===== src/rtl/dms_pkg.sv =====
package dms_pkg;

    localparam int MODE_W  = 8;
    localparam int WORD_W  = 16;
    localparam int MASK_W  = 8;
    localparam int N_CLASS = 3;
    localparam int IDX_W   = $clog2(MASK_W);

    localparam logic [MODE_W-1:0] BASE_ULTRA  = 8'h40;
    localparam logic [MODE_W-1:0] BASE_MULTI  = 8'h20;
    localparam logic [MODE_W-1:0] BASE_SINGLE = 8'h10;
    localparam logic [MODE_W-1:0] ULTRA_MODE2 = 8'h42;
    localparam logic [MASK_W-1:0] CABLE_BITS  = 8'h78;

    typedef enum logic [1:0] {
        CL_ULTRA  = 2'd0,
        CL_MULTI  = 2'd1,
        CL_SINGLE = 2'd2
    } xfer_class_e;

    typedef enum logic [1:0] {
        ST_IDLE   = 2'd0,
        ST_ULTRA  = 2'd1,
        ST_MULTI  = 2'd2,
        ST_SINGLE = 2'd3
    } seq_state_e;

    typedef struct packed {
        logic [1:0]        valid;
        logic [WORD_W-1:0] udma;
        logic [WORD_W-1:0] mwdma;
        logic [WORD_W-1:0] swdma;
        logic [MODE_W-1:0] legacy;
        logic [MASK_W-1:0] h_udma;
        logic [MASK_W-1:0] h_mwdma;
        logic [MASK_W-1:0] h_swdma;
        logic [MODE_W-1:0] req_mode;
        logic              cable80;
        logic              non_disk;
        logic              no_pkt_dma;
    } id_snap_t;

    function automatic logic [IDX_W-1:0] top_bit(input logic [MASK_W-1:0] m);
        logic [IDX_W-1:0] r;
        r = '0;
        for (int i = 0; i < MASK_W; i++) begin
            if (m[i]) r = IDX_W'(i);
        end
        return r;
    endfunction

    function automatic logic [MODE_W-1:0] class_base(input int c);
        case (c)
            0:       return BASE_ULTRA;
            1:       return BASE_MULTI;
            default: return BASE_SINGLE;
        endcase
    endfunction

endpackage


===== src/rtl/dms_class_masks.sv =====
module dms_class_masks
    import dms_pkg::*;
(
    input  id_snap_t                      snap_i,
    output logic [N_CLASS-1:0][MASK_W-1:0] mask_o,
    output logic [N_CLASS-1:0]            allow_o
);

    logic [MASK_W-1:0] ultra_raw;
    logic [MASK_W-1:0] ultra_m;
    logic [MASK_W-1:0] multi_m;
    logic [MASK_W-1:0] single_m;
    logic [MASK_W-1:0] legacy_m;

    always_comb begin
        ultra_raw = snap_i.valid[1] ? (snap_i.h_udma & snap_i.udma[MASK_W-1:0]) : '0;
        if ((snap_i.req_mode > ULTRA_MODE2) && (|(ultra_raw & CABLE_BITS)) && !snap_i.cable80)
            ultra_m = ultra_raw & ~CABLE_BITS;
        else
            ultra_m = ultra_raw;
    end

    always_comb begin
        multi_m = snap_i.valid[0] ? (snap_i.h_mwdma & snap_i.mwdma[MASK_W-1:0]) : '0;
    end

    always_comb begin
        unique case (snap_i.legacy)
            8'd1:    legacy_m = 8'h03;
            8'd2:    legacy_m = 8'h07;
            default: legacy_m = 8'h00;
        endcase
        if (snap_i.valid[0])
            single_m = snap_i.swdma[MASK_W-1:0] & snap_i.h_swdma;
        else
            single_m = legacy_m & snap_i.h_swdma;
    end

    assign mask_o[CL_ULTRA]  = ultra_m;
    assign mask_o[CL_MULTI]  = multi_m;
    assign mask_o[CL_SINGLE] = single_m;

    for (genvar c = 0; c < N_CLASS; c++) begin : g_allow
        assign allow_o[c] = (snap_i.req_mode >= class_base(c));
    end

endmodule


===== src/rtl/dms_id_check.sv =====
module dms_id_check
    import dms_pkg::*;
(
    input  logic [1:0]        valid_i,
    input  logic [WORD_W-1:0] udma_i,
    input  logic [WORD_W-1:0] mwdma_i,
    input  logic [WORD_W-1:0] swdma_i,
    output logic              bad_o
);

    localparam int HI_LO = WORD_W / 2;

    logic u_sel, m_sel, s_sel;

    always_comb begin
        u_sel = |udma_i[WORD_W-1:HI_LO];
        m_sel = |mwdma_i[WORD_W-1:HI_LO];
        s_sel = |swdma_i[WORD_W-1:HI_LO];
        if (valid_i[1])
            bad_o = u_sel && m_sel;
        else if (valid_i[0])
            bad_o = m_sel && s_sel;
        else
            bad_o = 1'b0;
    end

endmodule


===== src/rtl/dms_seq.sv =====
module dms_seq
    import dms_pkg::*;
(
    input  logic                          clk,
    input  logic                          rst,
    input  logic                          start_i,
    input  logic                          block_i,
    input  logic [MODE_W-1:0]             req_i,
    input  logic [N_CLASS-1:0][MASK_W-1:0] mask_i,
    input  logic [N_CLASS-1:0]            allow_i,
    output logic                          load_o,
    output logic                          fin_o,
    output logic                          busy_o,
    output logic                          done_o,
    output logic [MODE_W-1:0]             mode_o
);

    seq_state_e             st, st_nxt;
    logic [MODE_W-1:0]      mode_q, mode_nxt;
    logic                   done_q;
    logic [N_CLASS-1:0]     hit;
    logic [N_CLASS-1:0][MODE_W-1:0] pick;

    for (genvar c = 0; c < N_CLASS; c++) begin : g_pick
        logic [MODE_W-1:0] raw;
        assign hit[c]  = allow_i[c] && (|mask_i[c]);
        assign raw     = class_base(c) + MODE_W'(top_bit(mask_i[c]));
        assign pick[c] = (raw < req_i) ? raw : req_i;
    end

    always_comb begin
        st_nxt   = st;
        fin_o    = 1'b0;
        mode_nxt = mode_q;
        unique case (st)
            ST_IDLE: begin
                if (start_i) st_nxt = ST_ULTRA;
            end
            ST_ULTRA: begin
                if (block_i) begin
                    fin_o = 1'b1; mode_nxt = '0; st_nxt = ST_IDLE;
                end else if (hit[CL_ULTRA]) begin
                    fin_o = 1'b1; mode_nxt = pick[CL_ULTRA]; st_nxt = ST_IDLE;
                end else begin
                    st_nxt = ST_MULTI;
                end
            end
            ST_MULTI: begin
                if (hit[CL_MULTI]) begin
                    fin_o = 1'b1; mode_nxt = pick[CL_MULTI]; st_nxt = ST_IDLE;
                end else begin
                    st_nxt = ST_SINGLE;
                end
            end
            ST_SINGLE: begin
                fin_o    = 1'b1;
                mode_nxt = hit[CL_SINGLE] ? pick[CL_SINGLE] : '0;
                st_nxt   = ST_IDLE;
            end
            default: st_nxt = ST_IDLE;
        endcase
    end

    always_ff @(posedge clk) begin
        if (rst) begin
            st     <= ST_IDLE;
            mode_q <= '0;
            done_q <= 1'b0;
        end else begin
            st     <= st_nxt;
            done_q <= fin_o;
            if (fin_o) mode_q <= mode_nxt;
        end
    end

    assign load_o = (st == ST_IDLE) && start_i;
    assign busy_o = (st != ST_IDLE);
    assign done_o = done_q;
    assign mode_o = mode_q;

endmodule


===== src/rtl/dma_mode_sel.sv =====
module dma_mode_sel
    import dms_pkg::*;
(
    input  logic              clk,
    input  logic              rst,
    input  logic              start_i,
    input  logic [2:1]        id_valid_i,
    input  logic [15:0]       udma_word_i,
    input  logic [15:0]       mwdma_word_i,
    input  logic [15:0]       swdma_word_i,
    input  logic [7:0]        legacy_mode_i,
    input  logic [7:0]        host_udma_mask_i,
    input  logic [7:0]        host_mwdma_mask_i,
    input  logic [7:0]        host_swdma_mask_i,
    input  logic [7:0]        req_mode_i,
    input  logic              cable80_i,
    input  logic              non_disk_i,
    input  logic              no_pkt_dma_i,
    output logic              busy_o,
    output logic              done_o,
    output logic [7:0]        mode_o,
    output logic              bad_id_o
);

    id_snap_t                       snap_q;
    logic [N_CLASS-1:0][MASK_W-1:0] masks;
    logic [N_CLASS-1:0]             allow;
    logic                           load, fin, bad_now, bad_q;

    always_ff @(posedge clk) begin
        if (rst) begin
            snap_q <= '0;
            bad_q  <= 1'b0;
        end else begin
            if (load) begin
                snap_q.valid      <= id_valid_i;
                snap_q.udma       <= udma_word_i;
                snap_q.mwdma      <= mwdma_word_i;
                snap_q.swdma      <= swdma_word_i;
                snap_q.legacy     <= legacy_mode_i;
                snap_q.h_udma     <= host_udma_mask_i;
                snap_q.h_mwdma    <= host_mwdma_mask_i;
                snap_q.h_swdma    <= host_swdma_mask_i;
                snap_q.req_mode   <= req_mode_i;
                snap_q.cable80    <= cable80_i;
                snap_q.non_disk   <= non_disk_i;
                snap_q.no_pkt_dma <= no_pkt_dma_i;
            end
            if (fin) bad_q <= bad_now;
        end
    end

    dms_class_masks u_masks (
        .snap_i  (snap_q),
        .mask_o  (masks),
        .allow_o (allow)
    );

    dms_id_check u_idchk (
        .valid_i (snap_q.valid),
        .udma_i  (snap_q.udma),
        .mwdma_i (snap_q.mwdma),
        .swdma_i (snap_q.swdma),
        .bad_o   (bad_now)
    );

    dms_seq u_seq (
        .clk     (clk),
        .rst     (rst),
        .start_i (start_i),
        .block_i (snap_q.non_disk && snap_q.no_pkt_dma),
        .req_i   (snap_q.req_mode),
        .mask_i  (masks),
        .allow_i (allow),
        .load_o  (load),
        .fin_o   (fin),
        .busy_o  (busy_o),
        .done_o  (done_o),
        .mode_o  (mode_o)
    );

    assign bad_id_o = bad_q;

endmodule


===== config.mk =====
export PLATFORM = sky130hd
export DESIGN_NAME = dma_mode_sel
export DESIGN_NICKNAME = d
export VERILOG_FILES = /design/src/rtl/dms_pkg.sv /design/src/rtl/dms_class_masks.sv /design/src/rtl/dms_id_check.sv /design/src/rtl/dms_seq.sv /design/src/rtl/dma_mode_sel.sv
export SDC_FILE = /design/constraint.sdc
export NUM_CORES = 1
export LEC_CHECK = 0
export BUFFER_PORTS_ARGS = -buffer_cell sky130_fd_sc_hd__buf_2
export CORE_MARGIN = 1
export CORE_UTILIZATION = 35
export CTS_CLUSTER_DIAMETER = 200
export CTS_CLUSTER_SIZE = 30
export DETAILED_ROUTE_END_ITERATION = 6
export PLACE_DENSITY = 0.63
export SYNTH_ARGS = -nofsm -noshare
export SYNTH_HDL_FRONTEND = slang
export SYNTH_HIERARCHICAL = 1
export SYNTH_SLANG_ARGS = --single-unit

===== constraint.sdc =====
create_clock -name clk -period 4.99 [get_ports clk]
set_input_delay 0.998 -clock clk [delete_from_list [all_inputs] [get_ports clk]]
set_output_delay 0.998 -clock clk [all_outputs]
set_load 0.01 [all_outputs]

==> metrics.md, run 1 <==
| Metric | Value |
|---|---|
| Outcome | `finished clean` |
| Die height | `around 120 um` |
| Dpl cells | `approximately 750` |
| Min-Delay Path Class | `reg2reg` |
| Crit path arrival time | `3.73 ns` |
| Commonest non-fill, non-tap cell in the layout | `nor2_1` |
| Commonest cells after routing, fill and taps aside | `nor2_1 (122), dfxtp_1 (105), buf_2 (105), mux2i_1 (95), and3_1 (17)` |
| First-pass GRT wire length | `around 18,000 um` |
| Max-slew headroom | `0.2501` |
| # resized after CTS | `0` |
| Drt initial violations | `102` |
| Critical path capture point type | `flip-flop` |
| TritonCTS buffer count | `9` |
| Cell Area, Synth | `~4800 um^2` |
| Req. time, crit path | `roughly 5.2 ns` |
| FP Rows | `42` |
| RSZ-0062 raised after global routing | `no` |
| Total Routing Usage GR | `0.1663` |
| WS Path Type | `reg2reg` |
| Clk slew on worst S/H paths | `0.07 ns` |
| Post-synth EDFFs | `0` |
| Via count | `3,749` |
| Period utilization | `0.6971` |
| Final hold viol count | `0` |
| Sequential area share after synthesis | `0.4405` |
| Fin cells | `approximately 770` |
| Setup-failing EPs final | `0` |
| FFs w/ async S/R, synth | `0` |
| Setup Buffers After CTS | `0` |
| Drt pass-1 iters | `5` |
| Final wirelength | `11,350 um` |
| Vias in the first global route | `3,639` |
| CTS Sinks | `approximately 110` |
| Seq cells post-synth | `105` |
| Max-cap viol count | `0` |
| Critical Path Source Type | `flip-flop` |
| Yosys top cell by area | `dfxtp_1` |
| Via density | `4.882` |
| Post-Syn Nets | `594` |
| Fmax | `287.5 MHz` |
| Hold-fix buffers at CTS | `0` |
| Synth warnings | `6` |
| Fin Setup TNS | `0 ns` |
| Final GP Congestion | `0.8908` |
| Clock insertion delay at the later pin of the skew report | `0.35 ns` |
| Power density cells | `350.4 nW/um^2` |
| Congestion Overflow GR | `0` |
| Fin nets | `690` |
| Antenna Cells | `0` |
| Ys flop type | `dfxtp_1` |
| Peak VDD IR | `0.0001620 V` |
| Mean post-synth cell area | `9.699 um^2` |
| Worst clock skew | `0.004939 ns` |
| Die Area | `14,110 um^2` |
| Share of Yosys cell area claimed by the top area cell type | `0.4405` |
| Antenna-violating nets left | `0` |
| Largest net degree at the start of global routing | `between 100 and 150` |
| Ports | `approximately 110` |
| DPL Wire Length | `roughly 8300 um` |
| Worst Max-Slew Pin Slew | `1.122 ns` |
| Area contributors post-synth | `dfxtp_1 (44%), mux2i_1 (20%), nor2_1 (9.7%), buf_12 (3.4%), and3_1 (2.2%)` |
| Layout cells sized above 1 | `0.2432` |
| Synth unique cells | `56` |
| Pleak | `0.002518 uW` |
| Initial Util | `0.3589` |
| CORE AREA | `13,300 um^2` |
| Average wire per standard cell | `around 15 um` |
| Fin crit period | `3.479 ns` |
| Clk buf depth | `2` |
| TritonCTS clock tree | `done` |
| Area Growth Syn to Fin | `18.22%` |
| Final Max Tran Viols | `0` |
| Initial antenna violation count | `0` |
| DRC Markers | `0` |
| Syn Inst Count | `492` |
| Htree depth | `3` |
| Port Buffer Count | `106` |
| CTS Root Cell | `clkbuf_16` |
| Die span in x | `118.8 um` |
| Critical Path Fanout Max | `8` |
[cell families (layout without fill, tap and decap cells)]
logic type	Yosys count	in the layout	share of synthesized area
AOI/OAI and AO/OA	50	50	0.08548
xor gates and xnor gates	1	1	0.001836
adders and majority gates	6	6	0.01573
buffers and inverters	35	135	0.05847
DFF	105	105	0.4405
muxes	95	95	0.1993
and+or+nand+nor	200	200	0.1987
[worst max-delay path, stage by stage (launching register included)]
cell       delay [ns]
dfxtp_1          0.39
or4_1            0.54
a211o_1          0.33
a21oi_1          0.22
nor2_1           0.08
o31ai_1          0.31
ha_1             0.23
o21ai_0          0.15
a2111oi_4        0.45
nor2_2           0.09
o221ai_4         0.25
nand2_1          0.08
a311oi_1         0.26
[synth_stat cells (3+ instances only)]
library cell,n
nand3_1,8
dfxtp_1,105
a221oi_1,3
ha_1,6
o21ai_1,3
o31ai_1,5
or4_4,3
o21ai_0,5
nor3_1,3
nand2_1,10
nor2b_1,4
mux2i_1,95
a311oi_1,3
buf_4,3
or2_2,4
nor4_1,4
a21oi_1,10
nor2_1,123
or4_1,7
clkbuf_1,10
nand2b_1,3
and3_1,17
buf_12,8
a221oi_2,3
inv_1,11
[sequential cells by signal, indices dropped and copies added (netlist names)]
signal        count
u_seq/st          2
snap_q           93
u_seq/mode_o      8
bad_id_o          1
u_seq/done_o      1
[metal layers]
layer	wire length [um]	GRT usage
met5	0	0
met4	282	0.07041
met3	439	0.03861
met2	5331	0.2690
met1	5292	0.2111
[final timing paths]
| kind | start | to | slack [ns] | depth (start not counted) |
|---|---|---|---|---|
| worst max-delay path | snap_q[10] | u_seq/mode_o[1] | 1.51 | 12 |
| worst max register to register | snap_q[10] | u_seq/mode_o[1] | 1.51 | 12 |
| worst min register to register | u_seq/mode_o[5] | u_seq/mode_o[5] | 0.46 | 2 |
| worst min-delay path | u_seq/mode_o[5] | u_seq/mode_o[5] | 0.46 | 2 |
[power by group]
part           total [uW]  internal (uW)  switching [uW]  leakage (uW)
registers             942            899            42.7      0.000862
clock network         735            440             295      0.000158
logic                 300            147             153       0.00150
total                1980           1490             491       0.00252
[metrics by stage]
step                      total power [uW]  hold slack, ns  area, um^2  setup WS (ns)    util
after CTS                             2004          0.4643        5642          1.483  0.4243
after floorplan                       1190          0.4511        4772          1.856       -
after global routing                  2077          0.4820        5642          1.174  0.4243
final                                 1977          0.4589        5642          1.511  0.4243
after global placement                1254          0.4446        5326          1.533  0.4006
after detailed placement              1262          0.4551        5326          1.500  0.4006
[final cells by class]
cell class / count / area [um^2]
clock buffer: 13 / 280.3
clock inverter: 2 / 35.03
fill: 1375 / 7654
inverter: 12 / 45.04
multi-input combinational: 352 / 2399
sequential: 105 / 2102
tap: 176 / 220.2
timing repair buffer: 108 / 560.5
Note: power is estimated with default switching activity, not from simulation.
==> run 2: changes to the inputs <==
Settings changed: ABC_AREA from default to 1, PLACE_DENSITY 0.63 to 0.64.
Clock period 4.99 ns to 3.1 ns, I/O delays scaled along.
==> run 2 against run 1 <==
Critical path depth grew 3; first-iteration DRC count grew 110%; setup slack lost 0.83 ns; fmax grew 44%; critical endpoint is now u_seq/mode_o[0].
==> metrics.md, run 2 <==
| Metric | Value |
|---|---|
| CORE AREA | `15,150 um^2` |
| Syn Inst Count | `888` |
| Dpl cells | `1,154` |
| Antenna-violating nets left | `0` |
| Fin nets | `1,079` |
| Die height | `126.2 um` |
| Reg area | `2102 um^2` |
| Worst Max-Slew Pin Slew | `0.5863 ns` |
| Max reg flops | `93` |
| Commonest cells after routing, fill and taps aside | `nand2_1 (272), nor2_1 (245), inv_1 (145), buf_2 (106), dfxtp_1 (105)` |
| Clock insertion delay at the later pin of the skew report | `around 0.35 ns` |
| Final hold slack | `around 0.45 ns` |
| Final wirelength | `11,520 um` |
| Layout cells sized above 1 | `0.1437` |
| Post-synthesis compound-gate area fraction | `0.03268` |
| Biggest register | `snap_q` |
| TritonCTS buffer count | `9` |
| DPL Wire Length | `8399 um` |
| Fmax | `412.7 MHz` |
| Via count | `4,990` |
| Yosys top cell by area | `dfxtp_1` |
| WS Path Type | `reg2reg` |
| TritonCTS clock tree | `done` |
| Vias in the first global route | `roughly 4,600` |
| Fin cells | `1,169` |
| Synth warnings | `6` |
| Setup crit start | `snap_q[91]` |
| Htree depth | `3` |
| Synth Area in Adders | `0.01391` |
| Mean post-synth cell area | `about 6.1 um^2` |
| Area contributors post-synth | `dfxtp_1 (39%), nand2_1 (19%), nor2_1 (17%), inv_1 (10%), nand3_1 (2.8%)` |
| Met1 global-route usage | `0.1938` |
| Post-synthesis mux area share | `0` |
| Initial Util | `0.3564` |
| First-pass GRT wire length | `19,980 um` |
| FFs w/ async S/R, synth | `0` |
| Ports | `between 100 and 150` |
| Sequential area share after synthesis | `0.3894` |
| Share of Yosys cell area claimed by the top area cell type | `0.3894` |
| Pleak | `0.003446 uW` |
| Critical Path Fanout Max | `15` |
| Initial antenna violation count | `0` |
| CTS Root Cell | `clkbuf_16` |
| Drt pass-1 iters | `4` |
| Crit path arrival time | `around 2.7 ns` |
| Ys flop type | `dfxtp_1` |
| Critical Path End | `u_seq/mode_o[0]` |
| Seq cells post-synth | `105` |
| Outcome | `finished clean` |
| Power density cells | `603.9 nW/um^2` |
| Final Max Tran Viols | `0` |
| Setup-failing EPs final | `0` |
| Congestion Overflow GR | `0` |
| Clk buf depth | `2` |
| Cell Area, Synth | `5398 um^2` |
| Clk slew on worst S/H paths | `0.07 ns` |
| RSZ-0062 raised after global routing | `no` |
| Period utilization | `0.7817` |
| Die Area | `15,920 um^2` |
| Fin crit period | `2.423 ns` |
| Critical path capture point type | `flip-flop` |
| Worst clock skew | `approximately 0.0043 ns` |
| Port Buffer Count | `106` |
| Area occupied by multi-input gates | `2494 um^2` |
| Total Power | `between 3000 and 4000 uW` |
| Worst r2r dst | `u_seq/mode_o[0]` |
| Antenna Cells | `0` |
| GR Util met2 | `0.2587` |
| Fin Setup TNS | `0 ns` |
| # fillers | `approximately 1,700` |
| Final GP Congestion | `0.8806` |
| Synth unique cells | `31` |
| # resized after CTS | `0` |
| Total Routing Usage GR | `0.1554` |
| Post-synth EDFFs | `0` |
| GR peak layer | `met2` |
| Critical Path Source Type | `flip-flop` |
| Reg-to-reg setup timing slack | `0.68 ns` |
| Max-cap viol count | `0` |
| Largest net degree at the start of global routing | `101` |
| Count leader, synth | `nand2_1` |
| Min-Delay Path Class | `reg2reg` |
| Max-slew headroom | `0.6085` |
| Met3 usage | `0.04291` |
| Drt initial violations | `210` |
| Hold-fix buffers at CTS | `0` |
| Via density | `4.269` |
| Commonest non-fill, non-tap cell in the layout | `nand2_1` |
| Peak VDD IR | `0.0002924 V` |
| Post-Syn Nets | `slightly below 1,000` |
| Average wire per standard cell | `9.851 um` |
| Fin util | `0.4132` |
| Req. time, crit path | `3.39 ns` |
| Largest family of logic cells by synthesized area | `simple AND/OR/NAND/NOR gates` |
| CTS Sinks | `105` |
| Final hold viol count | `0` |
| DRC Markers | `0` |
| FP Rows | `between 40 and 50` |
| Most frequent cells after synthesis | `nand2_1 (272), nor2_1 (246), inv_1 (146)` |
| Die span in x | `126.2 um` |
| Worst R2R Start | `snap_q[91]` |
| Post-synthesis xor/xnor area fraction | `0` |
| Simple logic cell fraction of the synthesized area | `0.4140` |
| Reg2Reg Depth | `15` |
| Area Growth Syn to Fin | `15.95%` |
| Setup Buffers After CTS | `0` |
==> run 2: cell types whose count changed in the layout (fill, tap and decap cells not counted), moves of 7 or more <==
cell     previous run  this run
and3_1             17         0
inv_1              11       145
mux2i_1            95         0
nand2_1            10       272
nand3_1             8        30
nor2_1            122       245
or4_1               7         0
==> run 2: layout make-up <==
| type | count | area share |
|---|---|---|
| Timing Repair Buffer | 110 | 0.09556 |
| Tap cell | 188 | 0.03759 |
| Clock inverter | 5 | 0.004998 |
| Inverter | 149 | 0.08936 |
| Sequential cell | 105 | 0.3359 |
| Clock buffer | 10 | 0.03818 |
| Multi-Input combinational cell | 602 | 0.3984 |
==> run 2: per-stage QoR <==
stage	setup slack (ns)	instance area, um^2
2_1_floorplan	0.9378	5398
3_3_place_gp	0.7417	5988
3_5_place_dp	0.7015	5988
4_1_cts	0.6745	6259
5_1_grt	0.3784	6259
6_report	0.6767	6259
==> run 2: power by group <==
part,switching [uW],internal [uW]
logic,643,393
registers,126,1570
clock network,491,560
==> run 2: cell families (layout without fill, tap and decap cells) <==
kind of cell,after synthesis,in the layout
buffers and inverters,181,274
adder cells (fa/ha/maj),6,6
AND/OR/NAND/NOR,565,565
flip-flops,105,105
AO/OA/AOI/OAI,31,31
==> run 2: worst min-delay path by stage <==
stage	from	endpoint	slack (ns)	depth (start not counted)
detailed placement	u_seq/mode_o[7]	u_seq/mode_o[7]	0.44	2
CTS	u_seq/mode_o[7]	u_seq/mode_o[7]	0.45	2
finish	u_seq/mode_o[7]	u_seq/mode_o[7]	0.45	2
global route	rst	u_seq/st[1]	0.48	2
floorplan	snap_q[13]	snap_q[13]	0.44	2
global placement	u_seq/mode_o[7]	u_seq/mode_o[7]	0.43	2
==> run 2: worst max-delay path, cell delays in order (launching register included) <==
cell	delay [ns]
dfxtp_1	0.35
clkinv_1	0.12
buf_4	0.20
a21oi_1	0.21
nor2_1	0.08
o311ai_0	0.44
ha_1	0.33
nand2_1	0.06
nand2_1	0.04
nand2_1	0.05
nand2_1	0.06
nand2_1	0.09
nand3_1	0.07
nand2_1	0.09
nor2_1	0.04
a21oi_1	0.12
==> run 2: routing by layer <==
layer	up-vias	wire, um
li1	2764	-
met1	2122	5801
met2	91	4991
met3	13	559
met4	0	163
met5	-	0
